**src/rtl/cfg_xlate_pkg.sv**
```systemverilog
package cfg_xlate_pkg;
    typedef enum logic [1:0] {
        KIND_DROP    = 2'b00,
        KIND_CLAIM   = 2'b01,
        KIND_CONVERT = 2'b10,
        KIND_FORWARD = 2'b11
    } cfg_kind_e;

    localparam logic [3:0] CMD_CFG_READ  = 4'b1010;
    localparam logic [3:0] CMD_CFG_WRITE = 4'b1011;

    localparam logic [1:0] ADDR_TYPE0 = 2'b00;
    localparam logic [1:0] ADDR_TYPE1 = 2'b01;
endpackage

```
**src/rtl/cfg_classify.sv**
```systemverilog
module cfg_classify
    import cfg_xlate_pkg::*;
#(
    parameter int BUS_W = 8
) (
    input  logic [3:0]       cmd,
    input  logic [1:0]       addr_type,
    input  logic [BUS_W-1:0] tgt_bus,
    input  logic             self_sel,
    input  logic [BUS_W-1:0] pri_bus,
    input  logic [BUS_W-1:0] sec_bus,
    input  logic [BUS_W-1:0] sub_bus,
    output logic             is_cfg,
    output logic             is_write,
    output cfg_kind_e        kind
);
    logic hit_local;
    logic hit_below;
    logic hit_primary;

    always_comb begin
        is_cfg      = (cmd == CMD_CFG_READ) || (cmd == CMD_CFG_WRITE);
        is_write    = (cmd == CMD_CFG_WRITE);
        hit_primary = (tgt_bus == pri_bus);
        hit_local   = (tgt_bus == sec_bus);
        hit_below   = (tgt_bus > sec_bus) && (tgt_bus <= sub_bus);

        kind = KIND_DROP;
        if (addr_type == ADDR_TYPE0) begin
            if (self_sel) begin
                kind = KIND_CLAIM;
            end
        end else if (addr_type == ADDR_TYPE1) begin
            if (hit_primary) begin
                kind = KIND_DROP;
            end else if (hit_local) begin
                kind = KIND_CONVERT;
            end else if (hit_below) begin
                kind = KIND_FORWARD;
            end
        end
    end
endmodule

```
**src/rtl/cfg_addr_build.sv**
```systemverilog
module cfg_addr_build
    import cfg_xlate_pkg::*;
#(
    parameter int ADDR_W     = 32,
    parameter int SEL_BASE   = 16,
    parameter int SEL_COUNT  = 16,
    parameter int DEV_LSB    = 11,
    parameter int DEV_W      = 5
) (
    input  cfg_kind_e          kind,
    input  logic [ADDR_W-1:0]  addr_in,
    output logic [ADDR_W-1:0]  addr_out
);
    localparam int KEEP_MSB = DEV_LSB - 1;

    logic [DEV_W-1:0]     dev_num;
    logic [SEL_COUNT-1:0] sel_vec;

    assign dev_num = addr_in[DEV_LSB +: DEV_W];

    for (genvar g = 0; g < SEL_COUNT; g++) begin : g_sel
        assign sel_vec[g] = (dev_num == DEV_W'(g));
    end

    always_comb begin
        addr_out = '0;
        unique case (kind)
            KIND_CLAIM, KIND_FORWARD: addr_out = addr_in;
            KIND_CONVERT: begin
                addr_out[KEEP_MSB:2]             = addr_in[KEEP_MSB:2];
                addr_out[SEL_BASE +: SEL_COUNT]  = sel_vec;
            end
            default: addr_out = '0;
        endcase
    end
endmodule

```
**src/rtl/cfg_xlate.sv**
```systemverilog
module cfg_xlate
    import cfg_xlate_pkg::*;
#(
    parameter int ADDR_W    = 32,
    parameter int BUS_W     = 8,
    parameter int SEL_BASE  = 16,
    parameter int SEL_COUNT = 16
) (
    input  logic                clk,
    input  logic                rst_n,
    input  logic                in_valid,
    input  logic [3:0]          in_cmd,
    input  logic [ADDR_W-1:0]   in_addr,
    input  logic                self_sel,
    input  logic [3*BUS_W-1:0]  bus_cfg,
    output logic                out_valid,
    output logic [1:0]          out_kind,
    output logic [3:0]          out_cmd,
    output logic [ADDR_W-1:0]   out_addr,
    output logic                out_single
);
    localparam int BUSNUM_LSB = 16;

    typedef struct packed {
        logic              valid;
        cfg_kind_e         kind;
        logic [3:0]        cmd;
        logic [ADDR_W-1:0] addr;
        logic              single;
    } xl_state_t;

    xl_state_t st_d, st_q;

    logic              cls_is_cfg;
    logic              cls_is_write;
    cfg_kind_e         cls_kind;
    logic [ADDR_W-1:0] built_addr;

    cfg_classify #(.BUS_W(BUS_W)) u_classify (
        .cmd       (in_cmd),
        .addr_type (in_addr[1:0]),
        .tgt_bus   (in_addr[BUSNUM_LSB +: BUS_W]),
        .self_sel  (self_sel),
        .pri_bus   (bus_cfg[0 +: BUS_W]),
        .sec_bus   (bus_cfg[BUS_W +: BUS_W]),
        .sub_bus   (bus_cfg[2*BUS_W +: BUS_W]),
        .is_cfg    (cls_is_cfg),
        .is_write  (cls_is_write),
        .kind      (cls_kind)
    );

    cfg_addr_build #(
        .ADDR_W    (ADDR_W),
        .SEL_BASE  (SEL_BASE),
        .SEL_COUNT (SEL_COUNT)
    ) u_build (
        .kind     (cls_kind),
        .addr_in  (in_addr),
        .addr_out (built_addr)
    );

    always_comb begin
        st_d = '0;
        if (in_valid && cls_is_cfg) begin
            st_d.valid  = 1'b1;
            st_d.kind   = cls_kind;
            st_d.cmd    = in_cmd;
            st_d.addr   = built_addr;
            st_d.single = cls_is_write && (cls_kind == KIND_FORWARD);
        end
    end

    always_ff @(posedge clk) begin
        if (!rst_n) begin
            st_q <= '0;
        end else begin
            st_q <= st_d;
        end
    end

    assign out_valid  = st_q.valid;
    assign out_kind   = st_q.kind;
    assign out_cmd    = st_q.cmd;
    assign out_addr   = st_q.addr;
    assign out_single = st_q.single;
endmodule

```
**config.mk**
```make
export PLATFORM = sky130hd
export DESIGN_NAME = cfg_xlate
export DESIGN_NICKNAME = d
export VERILOG_FILES = /design/src/rtl/cfg_xlate_pkg.sv /design/src/rtl/cfg_classify.sv /design/src/rtl/cfg_addr_build.sv /design/src/rtl/cfg_xlate.sv
export SDC_FILE = /design/constraint.sdc
export NUM_CORES = 1
export LEC_CHECK = 0
export BUFFER_PORTS_ARGS = -buffer_cell sky130_fd_sc_hd__buf_4
export CORE_MARGIN = 2
export CORE_UTILIZATION = 49
export DETAILED_ROUTE_END_ITERATION = 10
export GPL_ROUTABILITY_DRIVEN = 0
export HOLD_SLACK_MARGIN = 0.12
export PLACE_DENSITY_LB_ADDON = 0.12
export REMOVE_ABC_BUFFERS = 1
export SLEW_MARGIN = 20
export SYNTH_ARGS = -nofsm -noshare
export SYNTH_HDL_FRONTEND = slang
export SYNTH_SLANG_ARGS = --single-unit
```
**constraint.sdc**
```tcl
create_clock -name clk -period 5.9 [get_ports clk]
set_clock_uncertainty 0.15 [all_clocks]
set_input_delay 0.295 -clock clk [delete_from_list [all_inputs] [get_ports clk]]
set_output_delay 0.295 -clock clk [all_outputs]
set_load 0.1 [all_outputs]
```
==> key figures, run 1 <==
Clocking
  – Max clock buf depth: 2
  – CTS tree: done
  – Post_cts resized: 0
  – Sink Count: 40
  – H-tree depth: 2
  – CTS Root Cell: clkbuf_8
  – Hold buffer count at cts: 11
  – Post-CTS Setup Bufs: 0
  – TritonCTS Buffers: 5
  – Clock-pin transition on the worst setup and hold timing paths: 80 ps

Critical path
  – Startpoint Class: primary input
  – Req. time, crit path: 5860 ps
  – CP Capture Type: flop
  – Kind of critical path: in2reg
  – CP max stage cell: o21bai_4
  – Critical-path cell list: buf_4 > ha_1 > nor2b_1 > o211ai_1 > a21oi_1 > o32a_2 > o21bai_4 > a221oi_1
  – Crit path DAT: 2480 ps
  – CP peak stage delay: 640 ps
  – CP max FO: 26

Global routing
  – Vias in the first global route: 2024
  – GRT Resource Usage Total: 22.7%
  – Largest net degree at the start of global routing: 36
  – Grt ovf: 0
  – Initial antenna violation count: 0
  – First-pass GRT wire length: 9140 um

STA
  – # setup viols final: 0
  – Final Hold Viols: 0
  – Tcrit/Tclk final: 42.8%
  – Tmin final: 2520 ps
  – Rel. slew slack: 34.7%
  – RSZ-0062 raised after global routing: false
  – Final slew viol count: 0
  – Worst-Margin Slew: 978 ps
  – Setup_tns: 0 ps
  – FMAX: 396 MHz

Power
  – Leak: 1.40 nW
  – Power Density: 196 nW/um^2
  – Int Pwr: 0.453 mW
  – Clock power share: 35.7%
  – Max VDD drop: 138 uV
  – Comb pwr share: 19.8%
  – Sequential Power Share: 44.6%
  – Switching share of total power: 25.7%
  – NetSw: 0.157 mW

Die
  – Die Ht: 69.8 um
  – I/O pin count: 104
  – Die width: 69.8 um
  – Initial core utilization: 51.9%
  – Core ar.: 4090 sq um
  – Die area: 4870 sq um
  – # rows: 23

Route
  – Antenna Nets Post-Route: 0
  – Drt via density: 5.29
  – Residual DRC count: 0
  – Drt first pass iters: 4
  – Starting DRT DRC Count: 82
  – DR WL/cell: 14.0 um
  – Drt total wl: 5500 um
  – Total vias in the final route: 2083

Layout
  – Share of cells above drive strength 1: 37.2%
  – Cell Count, Final, Fillers Out: 394
  – Multi-input combinational cell area: 1150 sq um
  – Layout Nets: 423
  – Fill cell count: 325
  – Area Growth Syn to Fin: 46.6%
  – # diodes: 0
  – FF/Latch Area: 801 sq um

Logic synthesis
  – Cell taking the most area after synthesis: dfxtp_1
  – YS warnings: 0
  – EDFF count, synth: 0
  – Cells after synthesis: 232
  – Share of the synthesized area in the top cell type: 37.7%
  – Most common cell in the netlist: dfxtp_1
  – Commonest cells in the netlist: dfxtp_1, inv_1, a21oi_1
  – Post-synthesis area per instance: 9.15 sq um
  – Sequential area share after synthesis: 37.7%
  – Library cells used by synthesis: 38
  – Syn Std Cell Area: 2120 sq um
  – Synth top area cells: dfxtp_1, ha_1, a221oi_2
  – Post-synth top flop: dfxtp_1
  – Post-synth ARST share: 0%
  – Seq cells post-synth: 40

Run status
  – Status: finished, final reports clean

Placed design
  – Post-DP HPWL: 3980 um
  – Number of port buffers: 103
  – Placed cell count: 375

Run
  – Max-Cap Viols: 0

Min path
  – Hold Path Class: in2reg
[layout make-up]
cell class                      count  share of cell area [%]
Timing Repair Buffer              115                    28.6
Sequential cell                    40                    25.7
Tap cell                           50                    2.01
Inverter                           27                    3.26
Clock inverter                      2                    1.13
Clock buffer                        6                    2.33
Multi-Input combinational cell    154                    36.9
[cell families after synthesis]
kind of cell | Yosys count | share of synthesized area [%]
and+or+nand+nor | 69 | 17.5
AOI/OAI and AO/OA | 59 | 23.5
DFF | 40 | 37.7
buffers and inverters | 39 | 8.37
adders and majority gates | 16 | 9.43
xor gates and xnor gates | 8 | 3.30
other | 1 | 0.177
[routing by layer]
layer	track usage [%]	routed length [um]	part of all wire, %
met1	29.6	2440	44
met2	38.1	2610	48
met3	4.36	370	6.7
met4	6.41	72	1.3
met5	0	0	0
[power by group through the flow]
stage          Clock [mW]  Combinational, mW  Sequential, mW
6_report            0.217              0.121           0.272
2_1_floorplan           0             0.0490           0.290
3_5_place_dp            0              0.114           0.278
4_1_cts             0.220              0.120           0.272
3_3_place_gp            0              0.112           0.278
5_1_grt             0.230              0.132           0.272
[registers in the layout, indices dropped and copies added, names as in the netlist]
name,cells
out_cmd,4
out_single,1
out_addr,32
out_kind,2
out_valid,1
[path summary, 6_finish.rpt]
kind / start / endpoint / slack [ps] / cells after the start
setup / recovery: in_addr[17] / out_addr[20] / 3380 / 8
hold / removal: in_addr[15] / out_addr[15] / 130 / 2
[placed cells by master, fill, tap and decap left out, drive strengths merged, types with 3 or more instances in the layout]
master	netlist	routed
a211oi	10	10
a21oi	22	22
a221oi	16	16
buf	5	104
clkbuf	7	6
dfxtp	40	40
dlygate4sd3	0	11
ha	16	16
inv	27	27
nand2	3	3
nand3	17	17
nand4	7	7
nor2	19	19
nor2b	4	4
nor3	5	5
nor3b	5	5
o2111ai	3	3
xnor2	8	8
[worst max-delay path, delay by kind of cell]
family          cells  cell delay (ps)
compound gates      5             1600
fa+ha+maj           1              300
buf+inv             1              130
simple gates        1              130
[through the flow]
step / cell area, sq um / hold slack (ps) / power (mW) / utilization (%) / worst slack, ps
floorplan: 2050 / 264 / 0.339 / - / 3500
global placement: 2890 / 384 / 0.390 / 70.8 / 3160
detailed placement: 2890 / 387 / 0.392 / 70.8 / 3100
CTS: 3110 / 131 / 0.612 / 76.1 / 3400
global route: 3110 / 124 / 0.634 / 76.1 / 3260
finish: 3110 / 132 / 0.610 / 76.1 / 3380
No activity file was read; power rests on OpenSTA's default activity.
==> inputs of run 2 (changes only) <==
--- a/config.mk
+++ b/config.mk
@@ -7,7 +7,7 @@
 export LEC_CHECK = 0
 export BUFFER_PORTS_ARGS = -buffer_cell sky130_fd_sc_hd__buf_4
 export CORE_MARGIN = 2
-export CORE_UTILIZATION = 49
+export CORE_UTILIZATION = 46
 export DETAILED_ROUTE_END_ITERATION = 10
 export GPL_ROUTABILITY_DRIVEN = 0
 export HOLD_SLACK_MARGIN = 0.12
==> constraint.sdc (replaced) <==
create_clock -name clk -period 2.4 [get_ports clk]
set_clock_uncertainty 0.15 [all_clocks]
set_input_delay 0.12 -clock clk [delete_from_list [all_inputs] [get_ports clk]]
set_output_delay 0.12 -clock clk [all_outputs]
set_load 0.1 [all_outputs]
==> run 2 against run 1 <==
Against the previous run: sequential share of layout area is 3.5 points lower; hold slack gained 100 ps; worst setup slack worse by 3100 ps; first-iteration DRC count rose by 130%; final area is 16% higher; highest routed layer unchanged; clock power rose to 2.9 times the previous value; via count rose by 13%; core utilization rose by 5.4 points; count of clock-buffer cells in the layout decreased by 1; critical path depth unchanged.
==> key figures, run 2 (same netlist as run 1, synthesis figures left out) <==
Clocking
  – H-tree depth: 2 (unchanged)
  – Clock-pin transition on the worst setup and hold timing paths: 80 ps (about the same)
  – Max clock buf depth: 2 (unchanged)
  – CTS Root Cell: clkbuf_8
  – Sink Count: 40 (unchanged)
  – TritonCTS Buffers: 5 (unchanged)
  – CTS tree: done

Critical path
  – CP Capture Type: flop
  – Req. time, crit path: 2440 ps (-3420 ps)
  – Kind of critical path: in2reg
  – CP max FO: 15 (-42%)
  – CP startpoint: in_addr[0]
  – Crit path DAT: 2170 ps (-310 ps)
  – Startpoint Class: primary input

Route
  – Residual DRC count: 0 (unchanged)
  – Antenna Nets Post-Route: 0 (unchanged)
  – Drt first pass iters: 4 (unchanged)
  – DR WL/cell: 15.2 um (+9.1%)
  – Starting DRT DRC Count: 187 (+130%)
  – Total vias in the final route: 2344 (+13%)
  – Drt total wl: 6530 um (+19%)
  – Drt via density: 5.46 (+3.3%)

Power
  – Comb pwr share: 22.3% (+2.5 points)
  – NetSw: 0.416 mW (+170%)
  – Power Density: 466 nW/um^2 (+140%)
  – Sequential Power Share: 39.8% (-4.8 points)
  – Int Pwr: 1.26 mW (+180%)
  – Switching share of total power: 24.8% (-0.87 points)
  – Clock power share: 37.8% (+2.1 points)
  – Max VDD drop: 309 uV (+120%)
  – Leak: 1.59 nW (+14%)

STA
  – Rel. slew slack: 65.8% (+31 points)
  – Tcrit/Tclk final: 88.7%
  – Worst-Margin Slew: 511 ps (-467 ps)
  – # setup viols final: 0 (unchanged)
  – Final Hold Viols: 0 (unchanged)
  – RSZ-0062 raised after global routing: false
  – Tmin final: 2130 ps
  – Setup_tns: 0 ps (unchanged)
  – FMAX: 470 MHz
  – Final slew viol count: 0 (unchanged)

Layout
  – # diodes: 0 (unchanged)
  – Fin util: 81.5% (+5.4 points)
  – Largest register FFs: 32 (unchanged)
  – Cell Count, Final, Fillers Out: 429 (+8.9%)
  – Fill cell count: 279 (-14%)
  – Commonest non-fill, non-tap cell in the layout: buf_4
  – Area Growth Syn to Fin: 69.6%
  – Layout Nets: 457 (+8.0%)
  – Cell area after layout: 3600 sq um (+16%)
  – Multi-input combinational cell area: 1280 sq um (+12%)
  – Commonest cells after routing, fill and taps aside: buf_4, dfxtp_1, dlygate4sd3_1
  – FF/Latch Area: 801 sq um (unchanged)
  – Share of cells above drive strength 1: 41.4% (+4.2 points)

Die
  – Core ar.: 4410 sq um (+8.0%)
  – Die Ht: 71.9 um (+3.0%)
  – # rows: 24 (+4.3%)
  – I/O pin count: 104 (unchanged)
  – Initial core utilization: 48.1% (-3.9 points)
  – Die width: 71.9 um (+3.0%)
  – Die area: 5170 sq um (+6.2%)

Placed design
  – Number of port buffers: 103 (unchanged)
  – Placed cell count: 385 (+2.7%)
  – Post-DP HPWL: 4170 um (+4.7%)
  – Dpl cell area: 2960 sq um (+2.2%)

Min path
  – Hold path startpoint: in_cmd[1]
  – Hold Path Class: in2reg

Run
  – Max-Cap Viols: 0 (unchanged)

Global routing
  – First-pass GRT wire length: 9600 um (+5.1%)
  – GRT Resource Usage Total: 23.4% (+0.70 points)
  – Initial antenna violation count: 0 (unchanged)
  – Grt ovf: 0 (unchanged)
  – Vias in the first global route: 2137 (+5.6%)
  – Largest net degree at the start of global routing: 36 (unchanged)

Run status
  – Status: finished, final reports clean
## run 2: power groups by stage
stage               Sequential [mW]  Clock, mW  Combinational [mW]
global placement              0.683          0               0.289
CTS                           0.668      0.642               0.336
finish                        0.668      0.634               0.375
detailed placement            0.683          0               0.294
floorplan                     0.712          0               0.120
global route                  0.668      0.664               0.403
## run 2: final timing paths
kind                        to  slack (ps)  cells after the start
setup / recovery  out_addr[20]         270                      8
hold / removal      out_cmd[3]         240                      4
## run 2: timing repair
| action | CTS | global route |
|---|---|---|
| hold buffers | 32 | 0 |
| endpoints found under the hold margin | 33 | 0 |
| buffers inserted | 0 | 5 |
| resized for setup | 0 | 25 |
| endpoints found under the setup margin | 0 | 31 |
## run 2: worst max-delay path: stages
cell and delay [ps]:
dlygate4sd3_1 550, buf_4 120, and2b_1 330, o21ai_2 130, nor2_2 250, buf_4 260
nand3_1 130, a221oi_2 280
## run 2: stage by stage
step	power [mW]	worst slack, ps	hold WS, ps
floorplan	0.832	172	89.3
global placement	0.973	156	212
detailed placement	0.978	124	208
CTS	1.65	10.2	211
global route	1.74	166	275
finish	1.68	272	235
## run 2: layout make-up
class	instances	share of cell area, %
Multi-Input combinational cell	154	35.7
Clock inverter	2	1.67
Tap cell	52	1.81
Sequential cell	40	22.3
Clock buffer	5	1.91
Inverter	27	2.82
Timing Repair Buffer	149	33.8
## run 2: per-layer routing
layer  share of wire, %  global-route usage, %
met3                6.7                   3.89
met2                 51                   39.8
met5                  0                      0
met1                 40                   28.9
met4                2.6                   10.9
==> inputs of run 3 (changes only) <==
--- a/config.mk
+++ b/config.mk
@@ -12,6 +12,7 @@
 export GPL_ROUTABILITY_DRIVEN = 0
 export HOLD_SLACK_MARGIN = 0.12
 export PLACE_DENSITY_LB_ADDON = 0.12
+export RECOVER_POWER = 50
 export REMOVE_ABC_BUFFERS = 1
 export SLEW_MARGIN = 20
 export SYNTH_ARGS = -nofsm -noshare
==> run 3 against run 2 <==
Against the previous run: worst setup slack got worse by 7.9 ps; core utilization shrank 3.1 points; critical endpoint unchanged; count of clock-buffer cells in the layout stayed put; final area decreased by 3.8%; largest cell class unchanged; total power is 0.25% lower; sequential share of layout area rose by 0.88 points; via count down 0.64%; global-route usage unchanged; maximum frequency down 0.37%; largest power group unchanged; sequential power about the same.
==> key figures, run 3 (same netlist as run 1, synthesis figures left out) <==
Clocking
  – Max clock buf depth: 2 (unchanged)
  – CTS tree: done
  – Clock-pin transition on the worst setup and hold timing paths: 80 ps (about the same)
  – CTS Root Cell: clkbuf_8
  – Sink Count: 40 (unchanged)
  – TritonCTS Buffers: 5 (unchanged)
  – H-tree depth: 2 (unchanged)

STA
  – Final Hold Viols: 0 (unchanged)
  – RSZ-0062 raised after global routing: false
  – Worst-Margin Slew: 1200 ps (+692 ps)
  – Setup_tns: 0 ps (unchanged)
  – Tmin final: 2140 ps (+7.89 ps)
  – Final slew viol count: 0 (unchanged)
  – Final WS setup: 264 ps (-7.89 ps)
  – Tcrit/Tclk final: 89.0% (+0.33 points)
  – Rel. slew slack: 20.1% (-46 points)
  – FMAX: 468 MHz (-0.37%)
  – # setup viols final: 0 (unchanged)

Layout
  – Commonest cells after routing, fill and taps aside: buf_4, dfxtp_1, clkbuf_1
  – # diodes: 0 (unchanged)
  – Largest register FFs: 32 (unchanged)
  – Commonest non-fill, non-tap cell in the layout: buf_4
  – Area Growth Syn to Fin: 63.1%
  – Share of cells above drive strength 1: 31.8% (-9.5 points)
  – Layout Nets: 457 (unchanged)
  – Cell Count, Final, Fillers Out: 429 (unchanged)

Critical path
  – CP Capture Type: flop
  – Cell mode on critical path: buf_4
  – Critical-path cell list: dlygate4sd3_1 > buf_4 > and2b_1 > o21ai_2 > nor2_2 > buf_4 > nand3_1 > a221oi_2
  – CP max stage cell: dlygate4sd3_1
  – Startpoint Class: primary input
  – Worst path buffer plus inverter count: 3 (unchanged)
  – CP max FO: 15 (unchanged)
  – CP peak stage delay: 540 ps (about the same)
  – Crit path DAT: 2170 ps (about the same)
  – Req. time, crit path: 2430 ps (about the same)
  – Kind of critical path: in2reg
  – Cell family with most CP delay: buffers and inverters

Route
  – Drt via density: 5.43 (-0.64%)
  – Drt total wl: 6580 um (+0.64%)
  – Antenna Nets Post-Route: 0 (unchanged)
  – Residual DRC count: 0 (unchanged)
  – Starting DRT DRC Count: 200 (+7.0%)
  – DR WL/cell: 15.3 um (+0.64%)
  – Drt first pass iters: 5 (+1)
  – Total vias in the final route: 2329 (-0.64%)

Global routing
  – Vias in the first global route: 2137 (unchanged)
  – First-pass GRT wire length: 9600 um (unchanged)
  – GRT Resource Usage Total: 23.4% (unchanged)
  – Grt ovf: 0 (unchanged)
  – Largest net degree at the start of global routing: 36 (unchanged)
  – Initial antenna violation count: 0 (unchanged)

Die
  – # rows: 24 (unchanged)
  – Die width: 71.9 um (unchanged)
  – I/O pin count: 104 (unchanged)
  – Die Ht: 71.9 um (unchanged)
  – Core ar.: 4410 sq um (unchanged)
  – Die area: 5170 sq um (unchanged)
  – Initial core utilization: 48.1% (unchanged)

Power
  – Leak: 1.44 nW (-9.6%)
  – Max VDD drop: 314 uV (+1.6%)
  – Power Density: 483 nW/um^2 (+3.7%)

Placed design
  – Placed cell count: 385 (unchanged)
  – Setup WS pre-CTS: 124 ps (unchanged)
  – Number of port buffers: 103 (unchanged)
  – Post-DP HPWL: 4170 um (unchanged)

Min path
  – Hold Path Class: in2reg

Run
  – Max-Cap Viols: 0 (unchanged)

Run status
  – Status: finished, final reports clean
## run 3: cell types whose count changed in the layout (fill, tap and decap cells not counted), sizes merged
cell / delta
buf: -38
clkbuf: +38
## run 3: repair_timing
| action | in CTS | in global routing |
|---|---|---|
| setup buffers | 0 | 5 |
| hold buffers | 32 | 0 |
| resized for setup | 0 | 25 |
| hold endpoints to repair | 33 | 0 |
| setup endpoints to repair | 0 | 31 |
## run 3: metrics by stage
step	area, sq um	power, mW	hold WS, ps	utilization [%]
detailed placement	2960	0.978	208	67.0
floorplan	2050	0.832	89.3	-
CTS	3400	1.65	211	77.1
finish	3460	1.67	266	78.4
global route	3460	1.73	288	78.4
global placement	2960	0.973	212	67.0
## run 3: where the power goes
| part | internal, mW | total [mW] | switching (mW) |
|---|---|---|---|
| logic | 0.181 | 0.371 | 0.190 |
| registers | 0.667 | 0.668 | 0.000835 |
| clock network | 0.409 | 0.634 | 0.225 |
| total | 1.26 | 1.67 | 0.416 |
## run 3: layer usage
layer | share of wire, % | GRT usage [%] | wire [um] | up-vias
met1 | 40 | 28.9 | 2650 | 1079
met2 | 51 | 39.8 | 3350 | 113
met4 | 1.7 | 10.9 | 109 | 0
met3 | 7.1 | 3.89 | 465 | 10
met5 | 0 | 0 | 0 | -
li1 | - | - | - | 1127
## run 3: final cells by class
type	instances	area (sq um)
fill	322	953
clock buffer	5	68.8
sequential	40	801
inverter	27	101
tap	52	65.1
multi-input combinational	154	1280
clock inverter	2	60.1
timing repair buffer	149	1080
## run 3: final timing paths
path / slack (ps) / from / endpoint / cells past startpoint
worst max-delay path: 260 / in_addr[0] / out_addr[20] / 8
worst min-delay path: 270 / self_sel / out_kind[0] / 4
